--- config.mk ---
export PLATFORM = sky130hd
export DESIGN_NAME = dword_divider
export DESIGN_NICKNAME = d
export VERILOG_FILES = /design/src/rtl/dwdiv_pkg.sv /design/src/rtl/dwdiv_ctrl.sv /design/src/rtl/dwdiv_datapath.sv /design/src/rtl/dword_divider.sv
export SDC_FILE = /design/constraint.sdc
export NUM_CORES = 1
export LEC_CHECK = 0
export BUFFER_PORTS_ARGS = -buffer_cell sky130_fd_sc_hd__buf_2
export CAP_MARGIN = 10
export CORE_AREA = 4 4 73 126
export CTS_CLUSTER_DIAMETER = 80
export CTS_CLUSTER_SIZE = 20
export DETAILED_ROUTE_END_ITERATION = 12
export DIE_AREA = 0 0 77 130
export HOLD_SLACK_MARGIN = 0.08
export PLACE_DENSITY = 0.79
export SYNTH_ARGS = -nofsm -noshare
export SYNTH_HDL_FRONTEND = slang
export SYNTH_SLANG_ARGS = --single-unit
--- constraint.sdc ---
create_clock -name clk -period 7.2 [get_ports clk]
set_input_delay 0.72 -clock clk [delete_from_list [all_inputs] [get_ports clk]]
set_output_delay 0.72 -clock clk [all_outputs]
set_load 0.005 [all_outputs]
--- src/rtl/dwdiv_pkg.sv ---
package dwdiv_pkg;
  // Strobes issued by the sequencer to the arithmetic datapath.
  typedef struct packed {
    logic load;   // latch operands, decide fault
    logic step;   // one restoring shift-subtract iteration
  } dwStrobe_t;

  typedef enum logic [1:0] {
    ST_IDLE = 2'd0,
    ST_RUN  = 2'd1,
    ST_DONE = 2'd2
  } dwState_t;
endpackage

--- src/rtl/dwdiv_ctrl.sv ---
module dwdiv_ctrl
  import dwdiv_pkg::*;
#(
  parameter int WIDTH = 16
) (
  input  logic       clk,
  input  logic       rstN,
  input  logic       start,
  input  logic       faultNow,
  output dwStrobe_t  strobe,
  output logic       busy,
  output logic       done
);
  localparam int STEPS = WIDTH - 1;
  localparam int CNT_W = $clog2(STEPS + 1);

  dwState_t         state;
  logic [CNT_W-1:0] stepCnt;

  always_comb begin
    strobe.load = (state == ST_IDLE) && start;
    strobe.step = (state == ST_RUN);
  end

  assign busy = (state != ST_IDLE);
  assign done = (state == ST_DONE);

  always_ff @(posedge clk or negedge rstN) begin
    if (!rstN) begin
      state   <= ST_IDLE;
      stepCnt <= '0;
    end else begin
      case (state)
        ST_IDLE: if (start) begin
          state   <= faultNow ? ST_DONE : ST_RUN;
          stepCnt <= '0;
        end
        ST_RUN: begin
          stepCnt <= stepCnt + 1'b1;
          if (stepCnt == CNT_W'(STEPS - 1)) state <= ST_DONE;
        end
        ST_DONE: state <= ST_IDLE;
        default: state <= ST_IDLE;
      endcase
    end
  end

  // completion is a single-cycle pulse
  a_r6_done_pulse: assert property (@(posedge clk) disable iff (!rstN)
    done |=> !done);
  // load and iterate never coincide
  a_r6_strobe_excl: assert property (@(posedge clk) disable iff (!rstN)
    $onehot0({strobe.load, strobe.step}));
  // an idle start is always taken and makes the block busy
  a_r7_start_taken: assert property (@(posedge clk) disable iff (!rstN)
    (!busy && start) |=> busy);
endmodule

--- src/rtl/dwdiv_datapath.sv ---
module dwdiv_datapath
  import dwdiv_pkg::*;
#(
  parameter int WIDTH = 16
) (
  input  logic             clk,
  input  logic             rstN,
  input  dwStrobe_t        strobe,
  input  logic [WIDTH-1:0] accIn,
  input  logic [WIDTH-1:0] idxIn,
  input  logic [WIDTH-1:0] divisorIn,
  input  logic             ovfIn,
  output logic             faultNow,
  output logic [WIDTH-1:0] accOut,
  output logic [WIDTH-1:0] idxOut,
  output logic             ovfOut
);
  localparam int LOW_W = WIDTH - 1;

  logic [WIDTH-1:0] remReg;
  logic [LOW_W-1:0] quoReg;
  logic [WIDTH-1:0] divReg;
  logic [WIDTH-1:0] xHold;
  logic             faultReg;
  logic             ovfSave;

  logic [WIDTH:0]   trial;
  logic [WIDTH:0]   diff;
  logic             take;

  assign faultNow = (divisorIn <= accIn);

  always_comb begin
    trial = {remReg, quoReg[LOW_W-1]};
    diff  = trial - {1'b0, divReg};
    take  = !diff[WIDTH];
  end

  always_ff @(posedge clk or negedge rstN) begin
    if (!rstN) begin
      remReg   <= '0;
      quoReg   <= '0;
      divReg   <= '0;
      xHold    <= '0;
      faultReg <= 1'b0;
      ovfSave  <= 1'b0;
    end else if (strobe.load) begin
      remReg   <= accIn;
      quoReg   <= idxIn[WIDTH-1:1];
      divReg   <= divisorIn;
      xHold    <= idxIn;
      faultReg <= faultNow;
      ovfSave  <= ovfIn;
    end else if (strobe.step) begin
      remReg <= take ? diff[WIDTH-1:0] : trial[WIDTH-1:0];
      quoReg <= {quoReg[LOW_W-2:0], take};
    end
  end

  assign accOut = remReg;
  assign idxOut = faultReg ? xHold : {1'b0, quoReg};
  assign ovfOut = faultReg | ovfSave;

  // a fault sets the flag and leaves both registers as they were
  a_r3_fault_keeps: assert property (@(posedge clk) disable iff (!rstN)
    (strobe.load && faultNow) |=>
      (ovfOut && accOut == $past(accIn) && idxOut == $past(idxIn)));
  // partial remainder stays below the divisor
  a_r4_rem_bound: assert property (@(posedge clk) disable iff (!rstN)
    strobe.step |=> (remReg < divReg));
  // a non-faulting request carries the incoming flag
  a_r5_ovf_restore: assert property (@(posedge clk) disable iff (!rstN)
    (strobe.load && !faultNow) |=> (ovfOut == $past(ovfIn)));
endmodule

--- src/rtl/dword_divider.sv ---
module dword_divider
  import dwdiv_pkg::*;
#(
  parameter int WIDTH = 16
) (
  input  logic             clk,
  input  logic             rstN,
  input  logic             start,
  input  logic [WIDTH-1:0] accIn,
  input  logic [WIDTH-1:0] idxIn,
  input  logic [WIDTH-1:0] divisorIn,
  input  logic             ovfIn,
  output logic             busy,
  output logic             done,
  output logic [WIDTH-1:0] accOut,
  output logic [WIDTH-1:0] idxOut,
  output logic             ovfOut
);
  dwStrobe_t strobe;
  logic      faultNow;

  dwdiv_ctrl #(.WIDTH(WIDTH)) u_ctrl (
    .clk(clk), .rstN(rstN), .start(start), .faultNow(faultNow),
    .strobe(strobe), .busy(busy), .done(done)
  );

  dwdiv_datapath #(.WIDTH(WIDTH)) u_dp (
    .clk(clk), .rstN(rstN), .strobe(strobe),
    .accIn(accIn), .idxIn(idxIn), .divisorIn(divisorIn), .ovfIn(ovfIn),
    .faultNow(faultNow), .accOut(accOut), .idxOut(idxOut), .ovfOut(ovfOut)
  );
endmodule

==> metrics, run 1 <==
outcome completed; hold path depth 2; Pwr Total roughly 2800 µW; Rows 44; Lkg Pwr 0.00263 µW; synth top area cells dfrtp_1 40%, ha_1 9.7%, nand2_1 9.6%; Worst-Skew Late Latency 0.34 ns; area delta synth->final 16.5%; hpwl dp roughly 8600 µm; share of layout cells above drive strength 1 22.2%; first-pass GRT wire length approximately 19000 µm; CTS tree yes; fin crit share 44.7%; n_diodes 0; Worst setup EP type flop; TritonRoute pass-1 iters 4; Die Area 10000 µm²; RSZ-0062 raised after global routing false; Peak VDD IR 0.297 mV; drt drc 0; Net Count, Synth 576; FF+latch count, synth 71; clock buffer depth 2; DRT Wirelength 11400 µm; All-Layer GR Usage 24.1%; via count between 3000 and 4000; Routed Antenna Nets 0; Netlist cell types 48; worst path arrival time roughly 3.5 ns; endpoints failing setup 0; CP Launch Type flop; Final GP Congestion 0.888; Chip Width 77 µm; GRT overflow 0; post-CTS setup buffers 0; Sink Count 71; Max Transition Viols Final 0; largest net degree at the start of global routing 72; post-layout util 62.4%; area leader, netlist dfrtp_1; Netlist Area Pre-Place 4390 µm²; PD cells around 550 nW/µm²; CTS clock-pin slew for the worst setup and hold paths around 0.05 ns; initial antenna violation count 0; Syn. warnings 0; CTS resizes 0; Final Skew around 0.0044 ns; Initial Util 53.6%; CTS Hold Buffers Added 0; Yosys top cell area share 40.4%; Ports 87; Nets 655; die height 130 µm; final worst path period need 3.22 ns; Port Buffers 86; Max FO, Critical Path 19; clock buffer count from CTS 9; Avg Cell Area, Syn 8.98 µm²; core box area 8200 µm²; Vias/cell 5.77; WP data required around 7.5 ns; final hold violations 0; Fin Hold WS around 0.47 ns; R2R depth 9; maxcap violations 0; Iter 0 DRT Violations 188; number of flops mapped to enable cells by yosys 0; ys async rst share 100%; Least-Margin Pin Slew 1.05 ns; Setup Crit Path Kind flop to flop; most common cell in the netlist nand2_1; fill count 710; commonest cells in the netlist 112 x nand2_1, 71 x dfrtp_1, 36 x inv_1; Min-Delay Path Class flop to flop; fmax 310 MHz; CTS root buf clkbuf_16; Setup TNS 0 ns; Max H-tree Level 3; post-synthesis sequential area ratio between 40 and 50%; DR WL/cell 17.2 µm; Cells after Synth 489; vias in the first global route 4053; Primary FF master, synth dfrtp_1; Rel. slew slack 29.7%
==> flip-flops by register name (all words and copies together), names as in the netlist <==
name and cells:
u_dp.xHold 16, u_ctrl.stepCnt 4, u_dp.divReg 16, u_dp.accOut 16, u_dp.quoReg 15, u_dp.ovfSave 1
u_ctrl.state 2, u_dp.faultReg 1
==> per-stage QoR <==
| stage | worst slack [ns] | instances | instance area (µm²) |
|---|---|---|---|
| final | 3.98 | 664 | 5120 |
| after global routing | 3.74 | 664 | 5120 |
| after CTS | 3.95 | 664 | 5120 |
| after detailed placement | 3.98 | 649 | 4840 |
| after global placement | 4.06 | 649 | 4840 |
| after floorplan | 4.43 | 489 | 4390 |
==> kinds of logic after synthesis <==
family,after synthesis,share of synthesized area (%)
AND/OR/NAND/NOR,171,17.0
AO/OA/AOI/OAI,113,16.5
flip-flops,71,40.4
buffers and inverters,59,6.29
adder cells (fa/ha/maj),35,10.1
multiplexers,27,6.61
XOR/XNOR,13,3.02
==> layer usage <==
metal  global-route usage [%]  share of wire (%)  up-vias
met4                     12.6                4.1        0
met1                     24.9                 37     1821
li1                         -                  -     1859
met5                        0                  0        -
met3                     4.35                4.6       31
met2                     46.1                 55      119
==> layout make-up <==
cell class	instances	area [µm²]	share of cell area, %
clock buffers	11	233	4.55
flip-flops and latches	71	1780	34.7
multi-input cells	359	2340	45.8
inverters	36	135	2.64
repair buffers	91	468	9.15
well taps	92	115	2.25
clock inverters	4	47.5	0.929
==> critical path, stage by stage, from the launching register on <==
cell      delay, ns
dfrtp_1        0.38
ha_1           0.23
fa_1           0.41
nand2b_1       0.20
a211oi_2       0.25
o211ai_2       0.16
o31ai_4        0.32
xor2_4         0.63
mux2_2         0.41
o221ai_1       0.14
==> power breakdown <==
part | internal [µW] | leakage, µW | switching (µW)
Combinational | 718 | 0.00162 | 925
Clock | 265 | 0.000135 | 163
Sequential | 598 | 0.000874 | 165
==> path summary, 6_finish.rpt <==
check	startpoint	endpoint	slack, ns
hold reg to reg	u_dp.xHold[15]	u_dp.xHold[15]	0.47
min in group asynchronous	rstN	u_dp.accOut[3]	0.56
setup / recovery	u_dp.divReg[0]	u_dp.accOut[1]	3.98
max in group asynchronous	rstN	u_dp.divReg[3]	6.01
hold / removal	u_dp.xHold[15]	u_dp.xHold[15]	0.47
setup reg to reg	u_dp.divReg[0]	u_dp.accOut[1]	3.98
==> layout by cell type, fill, tap and decap left out, drive strengths merged, types with 2 or more instances in the layout <==
cell type,synthesis,routed
nand2,112,112
buf,7,91
dfrtp,71,71
inv,36,36
ha,34,34
o21ai,34,34
a21oi,33,33
nand3,19,19
mux2,16,16
o221ai,12,12
mux2i,11,11
clkbuf,15,11
a22oi,10,10
nor2,9,9
nor2b,7,7
nand4,7,7
xor2,7,7
xnor2,6,6
and3,6,6
nand2b,4,4
a21o,4,4
o211ai,4,4
a211oi,3,3
o311ai,2,2
o21a,2,2
clkinv,0,2
and2,2,2
o31ai,2,2
(Power assumes the default switching activity.)
==> run 2: changes to the inputs <==
--- a/config.mk
+++ b/config.mk
@@ -7,13 +7,13 @@
 export LEC_CHECK = 0
 export BUFFER_PORTS_ARGS = -buffer_cell sky130_fd_sc_hd__buf_2
 export CAP_MARGIN = 10
-export CORE_AREA = 4 4 73 126
+export CORE_AREA = 4 4 76 131
 export CTS_CLUSTER_DIAMETER = 80
 export CTS_CLUSTER_SIZE = 20
 export DETAILED_ROUTE_END_ITERATION = 12
-export DIE_AREA = 0 0 77 130
+export DIE_AREA = 0 0 80 135
 export HOLD_SLACK_MARGIN = 0.08
-export PLACE_DENSITY = 0.79
+export PLACE_DENSITY = 0.76
 export SYNTH_ARGS = -nofsm -noshare
 export SYNTH_HDL_FRONTEND = slang
 export SYNTH_SLANG_ARGS = --single-unit
==> constraint.sdc (replaced) <==
create_clock -name clk -period 2.65 [get_ports clk]
set_input_delay 0.265 -clock clk [delete_from_list [all_inputs] [get_ports clk]]
set_output_delay 0.265 -clock clk [all_outputs]
set_load 0.005 [all_outputs]
==> metrics, run 2 (synthesis gave the netlist of run 1 again) <==
Initial Util 48.9% (was 53.6%); Peak VDD IR 0.827 mV (was 0.297 mV); Max Transition Viols Final 0 (unchanged); Rows 46 (was 44); Vias/cell 5.64 (was 5.77); met3 Use GR 3.54% (was 4.35%); post-layout util 59.8% (was 62.4%); Clk pwr share 13.8% (was 15.1%); combinational share of power 61.6% (was 58.0%); Rel. slew slack 26.7% (was 29.7%); maxcap violations 0 (unchanged); drt drc 0 (unchanged); DR WL/cell 16.7 µm (was 17.2 µm); first-pass GRT wire length 18900 µm (was 19100 µm); Pint 4780 µW (was 1580 µW); Routed Antenna Nets 0 (unchanged); CTS clock-pin slew for the worst setup and hold paths 0.06 ns (was 0.05 ns); RSZ-0062 raised after global routing true (was false); M2 GR Usage 40.6% (was 46.1%); Ports 87 (unchanged); PD cells 1560 nW/µm² (was 554 nW/µm²); Fin Hold WS 0.120 ns (was 0.470 ns); CP Launch Type flop (unchanged); fill count 792 (was 710); failing checks setup timing; Crit path largest cell delay 0.38 ns (was 0.63 ns); TritonRoute pass-1 iters 4 (unchanged); CP max stage cell dfrtp_1 (was xor2_4); fmax 376 MHz (was 310 MHz); Die Area 10800 µm² (was 10000 µm²); area delta synth->final 22.2% (was 16.5%); Iter 0 DRT Violations 242 (was 188); largest net degree at the start of global routing 71 (was 72); Sequential Power Share 24.6% (was 26.9%); vias in the first global route 4165 (was 4053); initial antenna violation count 0 (unchanged); n_diodes 0 (unchanged); hpwl dp 8760 µm (was 8560 µm); most common cell after layout, fill and taps aside nand2_1 (unchanged); final hold violations 0 (unchanged); busiest grt layer met2 (unchanged); Worst-Skew Late Latency 0.34 ns (about the same); Final GP Congestion 0.987 (was 0.888); Setup Crit Path Kind flop to flop (unchanged); clock buffer depth 2 (unchanged); DRT Wirelength 11800 µm (was 11400 µm); GRT overflow 0 (unchanged); Setup TNS -0.0189 ns (was 0 ns); Net Switching 3610 µW (was 1250 µW); Worst setup EP type flop (unchanged); final worst path period need 2.66 ns (was 3.22 ns); All-Layer GR Usage 22.6% (was 24.1%); Lkg Pwr 0.00273 µW (was 0.00263 µW); FF/Latch Area 1780 µm² (unchanged); Sink Count 71 (unchanged); GR Util met1 23.3% (was 24.9%); Max FO, Critical Path 8 (was 19); fin worst setup slack -0.0117 ns (was 3.98 ns); CTS tree yes (unchanged); via count 4003 (was 3830); Chip Width 80 µm (was 77 µm); Max H-tree Level 3 (unchanged); most frequent cells in the layout 112 x nand2_1, 86 x buf_2, 71 x dfrtp_1 (unchanged); fin crit share 100% (was 44.7%); share of layout cells above drive strength 1 25.8% (was 22.2%); die height 135 µm (was 130 µm); outcome finished with violations (was completed); worst path arrival time 2.92 ns (was 3.47 ns); sw frac 43.1% (was 44.2%); Least-Margin Pin Slew 1.09 ns (was 1.05 ns); clock buffer count from CTS 9 (unchanged); CTS root buf clkbuf_16 (unchanged); core box area 8980 µm² (was 8200 µm²); endpoints failing setup 2 (was 0); WP data required 2.91 ns (was 7.45 ns); sequence of cells on the critical path ha_2 -> fa_2 -> nand2b_4 -> a211oi_4 -> o211ai_2 -> o31ai_4 -> xor2_4 -> buf_8 -> mux2_4 -> o221ai_2 (was ha_1 -> fa_1 -> nand2b_1 -> a211oi_2 -> o211ai_2 -> o31ai_4 -> xor2_4 -> mux2_2 -> o221ai_1); Min-Delay Path Class primary input to flop (was flop to flop); Port Buffers 86 (unchanged); Final Skew 0.00848 ns (was 0.00440 ns); Nets 673 (was 655); combined area of the multi-input logic cells 2390 µm² (was 2340 µm²)
## run 2: stage by stage
step	cell area (µm²)	worst slack (ns)	total power [µW]	cells
after floorplan	4410	-0.0268	5450	489
after global placement	4990	0.0390	6690	688
after detailed placement	4990	-0.0816	6860	688
after CTS	5340	-0.0499	8280	708
after global routing	5370	-0.109	9000	710
final	5370	-0.0117	8390	710
## run 2: final timing paths
| check | cells after the start | from | end | slack (ns) |
|---|---|---|---|---|
| setup reg to reg | 10 | u_dp.divReg[0] | u_dp.accOut[1] | -0.01 |
| max in group asynchronous | 3 | rstN | u_dp.xHold[0] | 1.48 |
| setup / recovery | 10 | u_dp.divReg[0] | u_dp.accOut[1] | -0.01 |
| hold / removal | 3 | ovfIn | u_dp.ovfSave | 0.12 |
| min in group asynchronous | 2 | rstN | u_dp.divReg[10] | 0.49 |
| hold reg to reg | 2 | u_dp.xHold[13] | u_dp.xHold[13] | 0.47 |
## run 2: per-layer routing
layer / up-vias / share of wire [%]
met1: 1945 / 37
li1: 1894 / -
met2: 117 / 53
met4: 0 / 5.6
met3: 47 / 4.8
met5: - / 0
## run 2: what timing repair did
| item | in CTS | in global routing |
|---|---|---|
| pin swaps | 7 | 6 |
| endpoints found under the hold margin | 26 | 0 |
| setup endpoints to repair | 6 | 16 |
| buffers inserted | 5 | 2 |
| resized for setup | 10 | 4 |
| hold buffers | 1 | 0 |
## run 2: critical path, delay by kind of cell (launching register included)
| family | cells | cell delay, ns |
|---|---|---|
| AO/OA/AOI/OAI | 4 | 0.81 |
| XOR/XNOR | 1 | 0.22 |
| adder cells (fa/ha/maj) | 2 | 0.53 |
| buffers and inverters | 1 | 0.18 |
| flip-flops | 1 | 0.38 |
| multiplexers | 1 | 0.31 |
| AND/OR/NAND/NOR | 1 | 0.16 |
## run 2: power groups by stage
stage / logic (µW) / registers (µW) / clock network (µW)
2_1_floorplan: 3530 / 1920 / 0
3_3_place_gp: 4650 / 2040 / 0
3_5_place_dp: 4790 / 2070 / 0
4_1_cts: 5050 / 2050 / 1180
5_1_grt: 5650 / 2120 / 1230
6_report: 5170 / 2060 / 1160
## run 2: layout make-up
| cell class | count | share of cell area (%) |
|---|---|---|
| multi-input cells | 359 | 44.5 |
| flip-flops and latches | 71 | 33.1 |
| repair buffers | 109 | 11.9 |
| clock buffers | 11 | 4.34 |
| well taps | 120 | 2.80 |
| inverters | 36 | 2.52 |
| clock inverters | 4 | 0.886 |
